### config.mk
export PLATFORM = sky130hd
export DESIGN_NAME = xd_to_double
export DESIGN_NICKNAME = d
export VERILOG_FILES = /design/src/rtl/xd_pkg.sv /design/src/rtl/xd_classify.sv /design/src/rtl/xd_round.sv /design/src/rtl/xd_to_double.sv
export SDC_FILE = /design/constraint.sdc
export NUM_CORES = 1
export LEC_CHECK = 0
export BUFFER_PORTS_ARGS = -buffer_cell sky130_fd_sc_hd__buf_2
export CORE_MARGIN = 2
export CORE_UTILIZATION = 45
export DETAILED_ROUTE_END_ITERATION = 8
export PLACE_DENSITY_LB_ADDON = 0.1
export SLEW_MARGIN = 20
export SYNTH_ARGS = -nofsm -noshare
export SYNTH_HDL_FRONTEND = slang
export SYNTH_SLANG_ARGS = --single-unit
export TNS_END_PERCENT = 100
### constraint.sdc
create_clock -name clk -period 3.1 [get_ports clk]
set_input_delay 0.465 -clock clk [delete_from_list [all_inputs] [get_ports clk]]
set_output_delay 0.465 -clock clk [all_outputs]
set_load 0.05 [all_outputs]
### src/rtl/xd_pkg.sv
package xd_pkg;

    localparam int EXT_EXP_W  = 15;
    localparam int EXT_MAN_W  = 64;
    localparam int DBL_EXP_W  = 11;
    localparam int DBL_FRAC_W = 52;
    localparam int DBL_W      = 1 + DBL_EXP_W + DBL_FRAC_W;
    localparam int BODY_W     = DBL_EXP_W + DBL_FRAC_W;
    localparam int DROP_W     = EXT_MAN_W - 1 - DBL_FRAC_W;
    localparam int EXT_BIAS   = (1 << (EXT_EXP_W - 1)) - 1;
    localparam int DBL_BIAS   = (1 << (DBL_EXP_W - 1)) - 1;
    localparam int EXP_LO     = EXT_BIAS - DBL_BIAS;
    localparam int EXP_HI     = EXT_BIAS + DBL_BIAS;

    typedef enum logic [1:0] {
        RM_NEAR = 2'b00,
        RM_DOWN = 2'b01,
        RM_UP   = 2'b10,
        RM_CHOP = 2'b11
    } rmode_t;

    typedef enum logic [2:0] {
        CL_ZERO,
        CL_NAN,
        CL_UNDER,
        CL_OVER,
        CL_NORM
    } cls_t;

    typedef struct packed {
        logic                 sign;
        logic [EXT_EXP_W-1:0] exp;
        logic [EXT_MAN_W-1:0] man;
    } ext_t;

    typedef struct packed {
        logic                  sign;
        logic [DBL_EXP_W-1:0]  exp;
        logic [DBL_FRAC_W-1:0] frac;
    } dbl_t;

    // Decide whether the truncated magnitude gets one added.
    function automatic logic need_bump(rmode_t rm, logic sign, logic [DROP_W-1:0] rem);
        logic any;
        any = |rem;
        case (rm)
            RM_NEAR: need_bump = rem[DROP_W-1];
            RM_DOWN: need_bump = any & sign;
            RM_UP:   need_bump = any & ~sign;
            default: need_bump = 1'b0;
        endcase
    endfunction

endpackage

### src/rtl/xd_classify.sv
module xd_classify
    import xd_pkg::*;
(
    input  ext_t op_i,
    output cls_t cls_o
);
    localparam logic [EXT_EXP_W-1:0] EXP_MAX = '1;
    localparam logic [EXT_EXP_W-1:0] LO_LIM  = EXT_EXP_W'(EXP_LO);
    localparam logic [EXT_EXP_W-1:0] HI_LIM  = EXT_EXP_W'(EXP_HI);

    logic man_zero;
    logic low_nz;
    logic int_bit;

    assign man_zero = (op_i.man == '0);
    assign low_nz   = |op_i.man[EXT_MAN_W-2:0];
    assign int_bit  = op_i.man[EXT_MAN_W-1];

    always_comb begin
        if (man_zero)
            cls_o = CL_ZERO;
        else if (op_i.exp == EXP_MAX && low_nz)
            cls_o = CL_NAN;
        else if (!int_bit || op_i.exp < LO_LIM)
            cls_o = CL_UNDER;
        else if (op_i.exp > HI_LIM)
            cls_o = CL_OVER;
        else
            cls_o = CL_NORM;
    end
endmodule

### src/rtl/xd_round.sv
module xd_round
    import xd_pkg::*;
(
    input  logic              active_i,
    input  rmode_t            rm_i,
    input  logic              sign_i,
    input  logic [BODY_W-1:0] body_i,
    input  logic [DROP_W-1:0] rem_i,
    output logic [BODY_W-1:0] body_o
);
    localparam logic [DROP_W-1:0] TIE = DROP_W'(1) << (DROP_W - 1);

    logic              bump;
    logic              tie;
    logic [BODY_W-1:0] sum;

    assign bump = need_bump(rm_i, sign_i, rem_i);
    assign tie  = (rm_i == RM_NEAR) && (rem_i == TIE);

    always_comb begin
        sum = body_i + BODY_W'(bump);
        if (tie)
            sum[0] = 1'b0;
        body_o = sum;
    end

    // the rounded word is the truncated word or one above it
    always_comb begin
        if (active_i) begin
            round_step_chk: assert (body_o == body_i || body_o == body_i + BODY_W'(1));
        end
    end
endmodule

### src/rtl/xd_to_double.sv
module xd_to_double
    import xd_pkg::*;
(
    input  logic                 clk,
    input  logic                 rst,
    input  logic                 in_valid,
    input  logic                 in_sign,
    input  logic [EXT_EXP_W-1:0] in_exp,
    input  logic [EXT_MAN_W-1:0] in_man,
    input  logic [1:0]           rnd_mode,
    output logic                 out_valid,
    output logic [DBL_W-1:0]     out_word,
    output logic                 out_ok,
    output logic                 out_under,
    output logic                 out_over
);
    localparam logic [DBL_EXP_W-1:0] NAN_EXP = '1;
    localparam logic [EXT_EXP_W-1:0] REBIAS  = EXT_EXP_W'(EXP_LO);

    ext_t              op;
    cls_t              cls;
    rmode_t            rm;
    logic [EXT_EXP_W-1:0] exp_shift;
    logic [BODY_W-1:0] body_trunc;
    logic [BODY_W-1:0] body_rnd;
    logic [DROP_W-1:0] rem;
    dbl_t              word_n;
    logic              ok_n, under_n, over_n;

    assign op  = '{sign: in_sign, exp: in_exp, man: in_man};
    assign rm  = rmode_t'(rnd_mode);
    assign rem = op.man[DROP_W-1:0];
    assign exp_shift  = op.exp - REBIAS;
    assign body_trunc = {exp_shift[DBL_EXP_W-1:0], op.man[EXT_MAN_W-2:DROP_W]};

    xd_classify u_cls (
        .op_i  (op),
        .cls_o (cls)
    );

    xd_round u_rnd (
        .active_i (in_valid && cls == CL_NORM),
        .rm_i     (rm),
        .sign_i   (op.sign),
        .body_i   (body_trunc),
        .rem_i    (rem),
        .body_o   (body_rnd)
    );

    always_comb begin
        word_n  = '0;
        ok_n    = 1'b1;
        under_n = 1'b0;
        over_n  = 1'b0;
        case (cls)
            CL_ZERO: ;
            CL_NAN: begin
                word_n.sign = op.sign;
                word_n.exp  = NAN_EXP;
                word_n.frac = {1'b1, op.man[EXT_MAN_W-3:DROP_W]};
            end
            CL_UNDER: begin
                ok_n    = 1'b0;
                under_n = 1'b1;
            end
            CL_OVER: begin
                ok_n   = 1'b0;
                over_n = 1'b1;
            end
            default: begin
                word_n.sign = op.sign;
                {word_n.exp, word_n.frac} = body_rnd;
            end
        endcase
    end

    always_ff @(posedge clk) begin
        if (rst) begin
            out_valid <= 1'b0;
            out_word  <= '0;
            out_ok    <= 1'b0;
            out_under <= 1'b0;
            out_over  <= 1'b0;
        end else begin
            out_valid <= in_valid;
            if (in_valid) begin
                out_word  <= word_n;
                out_ok    <= ok_n;
                out_under <= under_n;
                out_over  <= over_n;
            end
        end
    end


    valid_follow_chk: assert property (@(posedge clk) disable iff (rst)
        !$past(rst) |-> (out_valid == $past(in_valid)));


    hold_idle_chk: assert property (@(posedge clk) disable iff (rst)
        (!$past(rst) && !$past(in_valid)) |->
            ($stable(out_word) && $stable(out_ok) && $stable(out_under) && $stable(out_over)));


    fail_zero_chk: assert property (@(posedge clk) disable iff (rst)
        (out_under || out_over) |-> (out_word == '0 && !out_ok));


    status_onehot_chk: assert property (@(posedge clk) disable iff (rst)
        $onehot0({out_ok, out_under, out_over}));


    nan_quiet_chk: assert property (@(posedge clk) disable iff (rst)
        (out_ok && out_word[DBL_W-2:DBL_FRAC_W] == NAN_EXP) |->
            (out_word[DBL_FRAC_W-1] || out_word[DBL_FRAC_W-1:0] == '0));
endmodule

* Yosys cells after proc, flatten, opt, wreduce, memory -nomap -nowiden
Index checks and enable logic that the tools add are counted.
** Operators by class
- Bitwise logic cells :: 3
- $lt $le $gt $ge :: 2
- Reductions and logical operators :: 11
- Div/mod/pow operators :: 0
- Muxes and demuxes :: 10
- Shifts and indexed selects :: 0
- Multipliers :: 0
- Add/subtract/negate cells :: 2
- Equal/unequal tests :: 7
** Operators by type and width (count)
- one-hot mux 64 bit (2 select lines) :: 1
- logical NOT 64 bit :: 1
- adder 63 x 1 -> 63 bit :: 1
- OR reduction 63 bit :: 1
- equality test 15 bit (second input constant) :: 1
- greater-than comparator 15 bit (second input constant) :: 1
- < comparator 15 x 14 -> 1 bit (second input constant) :: 1
- two-way mux 3 bit :: 4
- equality test 11 bit (second input constant) :: 1
- OR reduction 11 bit :: 1
- subtractor 11 bit (second input constant) :: 1
- equality test 3 x 2 -> 1 bit (second input constant) :: 2
- two-way mux 1 bit :: 4
- equality test 3 x 1 -> 1 bit (second input constant) :: 1
- logical NOT 3 bit :: 1
- one-hot mux 1 bit (3 select lines) :: 1
- OR reduction 3 bit :: 1
- bitwise AND 1 bit :: 2
- equality test 2 x 1 -> 1 bit (second input constant) :: 1
- equality test 2 bit (second input constant) :: 1
- logical AND 1 bit :: 2
- logical NOT 2 bit :: 1
- OR reduction 2 bit :: 1
- logical NOT 1 bit :: 1
- other kinds (2) :: 2
** Word-level totals
- Flip-flop bits (word level) :: 68
- Output and inout bits :: 68
- Memory bits (read-only) :: 0
- Latch bits :: 0
- Bits in writable memories :: 0
- Memories :: 0

* Depth between registers and ports, before layout
Gate-level depths: netlist of the first run.
- Depth in word-level cells :: 8
- Depth in mapped cells :: 13

* By module
From an unflattened synthesis of the first run, not the netlist that was laid out.
** Second synthesis, totals
- Cell total of the unflattened synthesis :: 495
- Area, all modules :: 4256.6 um^2
** Modules (own cells, without submodules)
- xd_to_double :: area each 2635.0 um^2, times used 1, seq. area each 1361.3 um^2, cells each 253
- xd_round :: area each 1368.8 um^2, times used 1, seq. area each 0.0 um^2, cells each 200
- xd_classify :: area each 252.7 um^2, times used 1, seq. area each 0.0 um^2, cells each 42

* Worst setup path before layout of the first run
No wires, ideal clock.
- Path type :: input to register
- Start point :: input rnd_mode[0]
- End point :: register out_word[60]
- Cell stages on the path :: 13
- Data arrival time :: 2.730 ns
- Path slack :: 0.248 ns
- Buffers on the path :: 0
- Path through :: inv_1 -> ha_1 -> xor2_1 -> o211ai_1 -> a21oi_1 -> ha_1 -> ha_1 -> and2_1 -> nand3_1 -> nor4_2 -> nand3_1 -> xnor2_1 -> a221o_1
** On the way
- Word-level cells in the longest chain between the ends :: 4
** RTL lines
- from (decl) :: line xd_to_double.sv:10 : input logic [1:0] rnd_mode,
- equality test 2 bit, or another cell as far along :: line xd_pkg.sv:46 : case (rm)
- one-hot mux 1 bit (3 select lines) * :: line xd_pkg.sv:46
- adder 63 x 1 -> 63 bit * :: line xd_round.sv:21 : sum = body_i + BODY_W'(bump);
- one-hot mux 64 bit (2 select lines) * :: line xd_to_double.sv:55 : case (cls)
- to (signal assigned) :: line xd_to_double.sv:87 : out_word <= word_n;
- to (decl) :: line xd_to_double.sv:12 : output logic [DBL_W-1:0] out_word,
Mark *: on every way between the ends. The rest lies on a longest branch, timed or not.
A chain may end at the register's enable or synchronous reset.

* Worst setup path in the final report of the first run
- Start point :: input rnd_mode[0]
- End point :: register out_word[50]
Same word-level chain as after synthesis.

==> results of run 1 <==
-- tightest hold or removal path, cell delays in order --
cell	delay, ns
buf_2	0.11
nand2_1	0.05
o31ai_1	0.05
-- cells in the mapped netlist, types with 3 or more instances --
master     n
a211oi_1  13
a21oi_1   26
a221o_1    7
a221oi_1  10
a311oi_1   4
a31oi_1   28
and2_1     5
and3_1    21
and4_1    13
buf_2     17
clkbuf_1  23
dfxtp_1   68
ha_1       5
inv_1     13
nand2_1   52
nand2b_1   4
nand3_1   33
nand3_2    3
nand3b_1   5
nand4_1   17
nand4b_1   7
nor2_1    56
nor3_1    27
nor3_2     3
nor4_1    22
o211ai_1   7
o21ai_0   52
o31ai_1    3
or3_1      4
xnor2_1   14
xor2_1     7
-- cells by family (layout without fill, tap and decap cells) --
logic type,count (synthesis),count (layout),synth area share [%]
flip-flops,68,68,29.8
adder cells (fa/ha/maj),5,5,1.37
AND/OR/NAND/NOR,284,284,35.2
buffers and inverters,57,211,5.35
AO/OA/AOI/OAI,170,170,24.2
XOR/XNOR,21,21,4.03
-- sequential cells by signal (all words and copies together) (netlist names) --
register and cells:
out_word 64, out_over 1, out_valid 1, out_under 1, out_ok 1
-- per-layer routing --
| layer | wire, um | up-vias |
|---|---|---|
| met5 | 0 | - |
| met2 | 8210 | 234 |
| met4 | 571 | 0 |
| met1 | 7170 | 2566 |
| met3 | 1180 | 42 |
| li1 | - | 2605 |
-- layout make-up --
cell class,instances,area (um2),share of cell area (%)
Clock buffer,10,138,2.39
Clock inverter,6,87.6,1.52
Inverter,13,48.8,0.846
Multi-Input combinational cell,480,2970,51.4
Sequential cell,68,1360,23.6
Tap cell,133,166,2.89
Timing Repair Buffer,182,998,17.3
-- per-stage QoR --
| stage | power, uW | cell area [um2] | hold WS, ns | utilization [%] |
|---|---|---|---|---|
| floorplan | 1190 | 4560 | 0.573 | - |
| global placement | 1370 | 5540 | 0.431 | 56.4 |
| detailed placement | 1380 | 5540 | 0.448 | 56.4 |
| CTS | 2220 | 5770 | 0.362 | 58.7 |
| global route | 2300 | 5770 | 0.383 | 58.7 |
| finish | 2220 | 5770 | 0.367 | 58.7 |
-- power breakdown --
part	switching [uW]	internal, uW	total [uW]
Clock	383	475	858
Combinational	315	130	446
Sequential	15.0	903	918
Total	714	1510	2220
-- worst max-delay path by stage --
stage / cells past startpoint / slack (ns) / to
2_1_floorplan: 13 / 0.25 / out_word[60]$_SDFFE_PP0P_
3_3_place_gp: 15 / 0.03 / out_word[50]$_SDFFE_PP0P_
3_5_place_dp: 15 / -0.01 / out_word[50]$_SDFFE_PP0P_
4_1_cts: 15 / 0.35 / out_word[50]$_SDFFE_PP0P_
5_1_grt: 15 / 0.11 / out_word[50]$_SDFFE_PP0P_
6_report: 15 / 0.35 / out_word[50]$_SDFFE_PP0P_
==> results.rst, run 1 <==
.. list-table::
   :header-rows: 1

   * - Metric
     - Value
   * - CTS tree
     - built
   * - Sort of element at the end of the critical path
     - flip-flop
   * - Hold EP
     - out_word[63]$_SDFFE_PP0P_
   * - R2r endpoint
     - out_word[50]$_SDFFE_PP0P_
   * - Number of buffers inserted by port buffering
     - 152
   * - Antenna violations before repair
     - 0
   * - Met3 Use GR
     - 6.30%
   * - Beginning of the worst hold path
     - in_sign
   * - Maxcap violations
     - 0
   * - DR DRC count
     - 0
   * - Pre-Repair DR Iteration Count
     - 5
   * - Synthesized area
     - 0.00456 mm2
   * - Synth Warn #
     - 0
   * - Slew at the pin with the worst max-slew slack
     - 0.836 ns
   * - Max FO, Critical Path
     - 9
   * - Via count
     - 5447
   * - Signal arrival time at the worst endpoint
     - 3.03 ns
   * - Cell depth of the worst min-delay path
     - 3
   * - Busiest grt layer
     - met2
   * - Met2 routing resource usage after global routing
     - 52.5%
   * - Overall die height
     - 105 um
   * - Overall die area
     - 0.0110 mm2
   * - Drt initial violations
     - 348
   * - Count of state elements after synthesis
     - 68
   * - Master of the slowest instance on the critical path
     - nor4b_4
   * - Period utilization
     - 88.9%
   * - Crit path cell chain
     - buf_2, inv_1, ha_1, xor2_1, o211ai_1, a21oi_1, ha_1, ha_1, and2_1, nand4_4, nor4b_4, buf_4, nand4_1, xor2_1, o31ai_2
   * - Final Instance Count excl. Fillers
     - 892
   * - Post-cts resize count
     - 0
   * - IR drop worst, VDD
     - 0.238 mV
   * - Die Wd
     - 105 um
   * - Post-CTS Hold Fix Bufs
     - 0
   * - CP delay by family, top
     - simple AND/OR/NAND/NOR gates
   * - Fraction of final layout cells sized beyond drive strength 1
     - 28.7%
   * - Fraction of registers with async set or reset after synthesis
     - 0%
   * - Setup skew after layout
     - 0 ns
   * - Startpoint types
     - input port
   * - Number of instances in the placed design
     - 876
   * - Via count normalized by instance count
     - 6.11
   * - Worst reg-to-reg path cell count
     - 3
   * - Dominant synthesized flop cell
     - dfxtp_1
   * - Post-Synthesis Mean Instance Area
     - 7.54 um2
   * - Minimum clock period
     - 2.75 ns
   * - Final Max Slew Viols
     - 0
   * - Grt ovf
     - 0
   * - Power Dens Cells
     - 385 mW/mm2
   * - N_diodes
     - 0
   * - Number of nets in the finished design
     - 844
   * - First-pass GRT wire length
     - 26500 um
   * - Routability Congestion
     - 0.921
   * - Final HPWL DP
     - 12900 um
   * - Initial core utilization
     - 46.5%
   * - Number of standard-cell rows in the floorplan
     - 36
   * - Setup repair after global routing missed its margin
     - no
   * - Reg-to-reg critical path startpoint
     - out_word[50]$_SDFFE_PP0P_
   * - GRT met1 Usage
     - 36.9%
   * - Critical Path Source
     - rnd_mode[0]
   * - Worst rel slew slack
     - 44.1%
   * - Slack of the worst reg-to-reg path
     - 2.25 ns
   * - Largest area contributor in the netlist
     - dfxtp_1
   * - Most area-consuming cells after synthesis
     - dfxtp_1 (30%), o21ai_0 (5.7%), nor2_1 (4.6%)
   * - Worst setup slack before clock tree synthesis
     - -0.0109 ns
   * - Post-synth top area share
     - 29.8%
   * - Setup-violating endpoint count in the final report
     - 0
   * - Run status
     - completed
   * - Tot GR Track Use
     - 30.5%
   * - Share of the yosys chip area belonging to registers
     - 29.8%
   * - P&R area growth vs syn
     - 26.4%
   * - Post-CTS Setup Bufs
     - 0
   * - TritonCTS Sinks
     - 68
   * - Number of enable flip-flop cells after synthesis
     - 0
   * - ANT nets after route
     - 0
   * - Final setup TNS
     - 0 ns
   * - Number of cells produced by synthesis
     - 605
   * - Final worst-path setup slack
     - 0.345 ns
   * - Post-synth net total
     - 695
   * - Req. time, crit path
     - 3.38 ns
   * - Leakage Power
     - 0.00243 uW
   * - Clk Latency, worst-skew pair
     - 0.36 ns
   * - Commonest non-fill, non-tap cells in the layout
     - buf_2 (152), dfxtp_1 (68), nor2_1 (56), nand2_1 (52), o21ai_0 (51)
   * - Maximum clock rate
     - 0.363 GHz
   * - Setup Crit Path Kind
     - in -> reg
   * - Distinct cell type count after synthesis
     - 57
   * - Count of buffering cells on the critical path with inverters included
     - 3
   * - Cts bufs inserted
     - 9
   * - Wire length after detailed routing
     - 17100 um
   * - Wirelength per Cell
     - 19.2 um
   * - Type of the tightest min-delay check
     - in -> reg
   * - Count of filler cells inserted in the layout
     - 986
   * - Total I/O pin count
     - 153
   * - Pin count of the biggest net entering global routing
     - 47
   * - Cell at the root of the clock tree
     - clkbuf_8
   * - Hold violation total from the final report
     - 0
   * - Number of global-route vias before repair
     - 5058
   * - Peak per-stage delay on the critical path
     - 0.28 ns
   * - Critical path's most frequent cell
     - ha_1
   * - Worst-path clk slew
     - 0.08 ns
   * - Clock tree buffer depth
     - 2
   * - Core region area
     - 0.00982 mm2
   * - Most common library cell in the layout ignoring fill and taps
     - buf_2
   * - Htree depth
     - 3
(Power assumes the default switching activity.)
==> inputs of run 2 (changes only) <==
--- a/config.mk
+++ b/config.mk
@@ -5,9 +5,12 @@
 export SDC_FILE = /design/constraint.sdc
 export NUM_CORES = 1
 export LEC_CHECK = 0
+export ABC_AREA = 1
 export BUFFER_PORTS_ARGS = -buffer_cell sky130_fd_sc_hd__buf_2
+export CELL_PAD_IN_SITES_DETAIL_PLACEMENT = 1
+export CELL_PAD_IN_SITES_GLOBAL_PLACEMENT = 2
 export CORE_MARGIN = 2
-export CORE_UTILIZATION = 45
+export CORE_UTILIZATION = 26
 export DETAILED_ROUTE_END_ITERATION = 8
 export PLACE_DENSITY_LB_ADDON = 0.1
 export SLEW_MARGIN = 20
==> results.rst, run 2 <==
.. list-table::
   :header-rows: 1

   * - Metric
     - Value
   * - Max FO, Critical Path
     - 5
   * - Commonest cells in the synthesized netlist
     - nand2_1 (252), nor2_1 (193), inv_1 (117)
   * - Most common cell in the netlist
     - nand2_1
   * - Leakage Power
     - 0.00340 uW
   * - Most common library cell in the layout ignoring fill and taps
     - nand2_1
   * - IR drop worst, VDD
     - 0.269 mV
   * - Commonest non-fill, non-tap cells in the layout
     - nand2_1 (252), nor2_1 (192), buf_2 (152), inv_1 (117), nand3_1 (72)
   * - Grt ovf
     - 0
   * - Hold violation total from the final report
     - 0
   * - Period utilization
     - 91.1%
   * - Number of buffers inserted by port buffering
     - 152
   * - Post-route design area
     - 0.00709 mm2
   * - Most area-consuming cells after synthesis
     - dfxtp_1 (25%), nand2_1 (17%), nor2_1 (13%)
   * - Reg-to-reg critical path startpoint
     - out_word[45]$_SDFFE_PP0P_
   * - Dominant synthesized flop cell
     - dfxtp_1
   * - N_diodes
     - 0
   * - Final worst-path setup slack
     - 0.275 ns
   * - Overall die height
     - 150 um
   * - Cell at the root of the clock tree
     - clkbuf_16
   * - Tot GR Track Use
     - 22.7%
   * - Die Wd
     - 150 um
   * - Footprint of the multi-input gates
     - 0.00356 mm2
   * - Antenna violations before repair
     - 0
   * - Sort of element at the end of the critical path
     - flip-flop
   * - Core region area
     - 0.0210 mm2
   * - Type of the tightest min-delay check
     - in -> reg
   * - Drt initial violations
     - 279
   * - Max FFs per register
     - 64
   * - CP delay by family, top
     - simple AND/OR/NAND/NOR gates
   * - Pre-Repair DR Iteration Count
     - 5
   * - Setup Crit Path Kind
     - in -> reg
   * - Final Instance Count excl. Fillers
     - 1425
   * - Number of enable flip-flop cells after synthesis
     - 0
   * - Worst-path clk slew
     - 0.07 ns
   * - Power Dens Cells
     - 380 mW/mm2
   * - Critical Path Source
     - rnd_mode[0]
   * - Post-synth top area share
     - 24.6%
   * - First-pass GRT wire length
     - 38800 um
   * - Setup-violating endpoint count in the final report
     - 0
   * - Slack of the worst reg-to-reg path
     - 2.41 ns
   * - ANT nets after route
     - 0
   * - DR DRC count
     - 0
   * - Htree depth
     - 3
   * - Signal arrival time at the worst endpoint
     - 3.11 ns
   * - Number of standard-cell rows in the floorplan
     - 53
   * - Final Core Density
     - 33.8%
   * - Worst setup slack before clock tree synthesis
     - -0.124 ns
   * - Initial core utilization
     - 26.5%
   * - Fraction of registers with async set or reset after synthesis
     - 0%
   * - Final HPWL DP
     - 20500 um
   * - Minimum clock period
     - 2.83 ns
   * - Routability Congestion
     - 0.916
   * - Share of the yosys chip area belonging to registers
     - 24.6%
   * - Clock tree buffer depth
     - 2
   * - Crit path cell chain
     - buf_2, inv_1, ha_1, o21ai_0, a221o_1, a21oi_1, ha_1, ha_1, nand2_1, nor2_2, nand2_2, nor2_4, nand2_2, nor2_1, nand2_1, nor2_2, nand2_1, nand2_1, nand2_1, a21oi_1
   * - Via count
     - 6810
   * - Count of buffering cells on the critical path with inverters included
     - 2
   * - Count of filler cells inserted in the layout
     - 2855
   * - Maxcap violations
     - 0
   * - Area used by sequential logic in the layout
     - 0.00136 mm2
   * - Count of state elements after synthesis
     - 68
   * - Run status
     - completed
   * - CP Capture Point
     - out_word[62]$_SDFFE_PP0P_
   * - Critical path's most frequent cell
     - nand2_1
   * - Wirelength per Cell
     - 17.7 um
   * - Startpoint types
     - input port
   * - Slew at the pin with the worst max-slew slack
     - 0.857 ns
   * - Wire length after detailed routing
     - 25300 um
   * - Overall die area
     - 0.0225 mm2
   * - Worst rel slew slack
     - 42.8%
   * - Req. time, crit path
     - 3.38 ns
   * - Synthesized area
     - 0.00554 mm2
   * - Cts bufs inserted
     - 9
   * - R2r endpoint
     - out_word[45]$_SDFFE_PP0P_
   * - P&R area growth vs syn
     - 27.9%
   * - Final Max Slew Viols
     - 0
   * - Post-synth net total
     - 1068
   * - Post-Synthesis Mean Instance Area
     - 5.67 um2
   * - TritonCTS Sinks
     - 68
   * - Pin count of the biggest net entering global routing
     - 60
   * - Master of the slowest instance on the critical path
     - a221o_1
   * - Setup skew after layout
     - 0 ns
   * - Synth Warn #
     - 0
   * - Number of nets in the finished design
     - 1235
   * - Distinct cell type count after synthesis
     - 34
   * - Maximum clock rate
     - 0.354 GHz
   * - Fraction of final layout cells sized beyond drive strength 1
     - 21.5%
   * - Number of cells produced by synthesis
     - 978
   * - Number of instances in the placed design
     - 1409
   * - Peak per-stage delay on the critical path
     - 0.27 ns
   * - Via count normalized by instance count
     - 4.78
   * - Clk Latency, worst-skew pair
     - 0.34 ns
   * - Crit. path cell count
     - 20
   * - Placed standard-cell area
     - 0.00678 mm2
   * - Final setup TNS
     - 0 ns
   * - Number of global-route vias before repair
     - 6852
   * - Total I/O pin count
     - 153
   * - CTS tree
     - built
   * - Largest area contributor in the netlist
     - dfxtp_1
   * - Register ranked first by flip-flop count
     - out_word
   * - Worst reg-to-reg path cell count
     - 2
   * - Setup repair after global routing missed its margin
     - no
==> run 2: per-layer routing <==
layer,up-vias,GRT usage (%),share of wire (%)
met4,0,4.91,1.5
met2,161,37.2,45
met1,3198,31.7,50
met3,22,3.05,4.2
met5,-,0,0
li1,3429,-,-
==> run 2: worst reg2reg max path: cells and delay by family, from the launching register on <==
family         cells  cell delay [ns]
AO/OA/AOI/OAI      2             0.25
flip-flops         1             0.34
==> run 2: how the worst min path moves through the flow <==
stage	startpoint	end	slack, ns	cells after the start
2_1_floorplan	in_man[35]	out_word[24]$_SDFFE_PP0P_	0.61	2
3_3_place_gp	out_under$_SDFFE_PP0P_	out_under$_SDFFE_PP0P_	0.45	2
3_5_place_dp	out_word[49]$_SDFFE_PP0P_	out_word[49]$_SDFFE_PP0P_	0.46	2
4_1_cts	in_exp[10]	out_word[62]$_SDFFE_PP0P_	0.40	4
5_1_grt	in_man[35]	out_word[24]$_SDFFE_PP0P_	0.43	3
6_report	in_exp[10]	out_word[62]$_SDFFE_PP0P_	0.41	4
==> run 2: area by class of cell <==
type	instances	area share (%)
Clock buffer	9	3.18
Clock inverter	7	1.06
Inverter	126	6.67
Multi-Input combinational cell	752	50.3
Sequential cell	68	19.2
Tap cell	275	4.86
Timing Repair Buffer	188	14.7
==> run 2: kinds of logic after synthesis <==
family / Yosys count / share of synthesized area [%]
simple gates: 599 / 46.3
fa+ha+maj: 5 / 1.13
compound gates: 118 / 12.0
buf+inv: 158 / 11.3
flops: 68 / 24.6
xor+xnor: 30 / 4.74
==> run 2: metrics by stage <==
stage / hold WS, ns / power (uW)
2_1_floorplan: 0.611 / 1380
3_5_place_dp: 0.460 / 1630
3_3_place_gp: 0.449 / 1620
6_report: 0.410 / 2700
5_1_grt: 0.434 / 2850
4_1_cts: 0.397 / 2750
==> run 2: where the power goes <==
| group | switching [uW] | total (uW) | internal [uW] |
|---|---|---|---|
| Clock | 465 | 1090 | 628 |
| Combinational | 480 | 659 | 180 |
| Sequential | 21.5 | 942 | 921 |
| Total | 967 | 2700 | 1730 |
==> run 2: what timing repair did <==
action                                  CTS  global route
setup buffers                             0             0
resized for setup                         0             1
hold buffers                              0             0
endpoints found under the setup margin    0             1
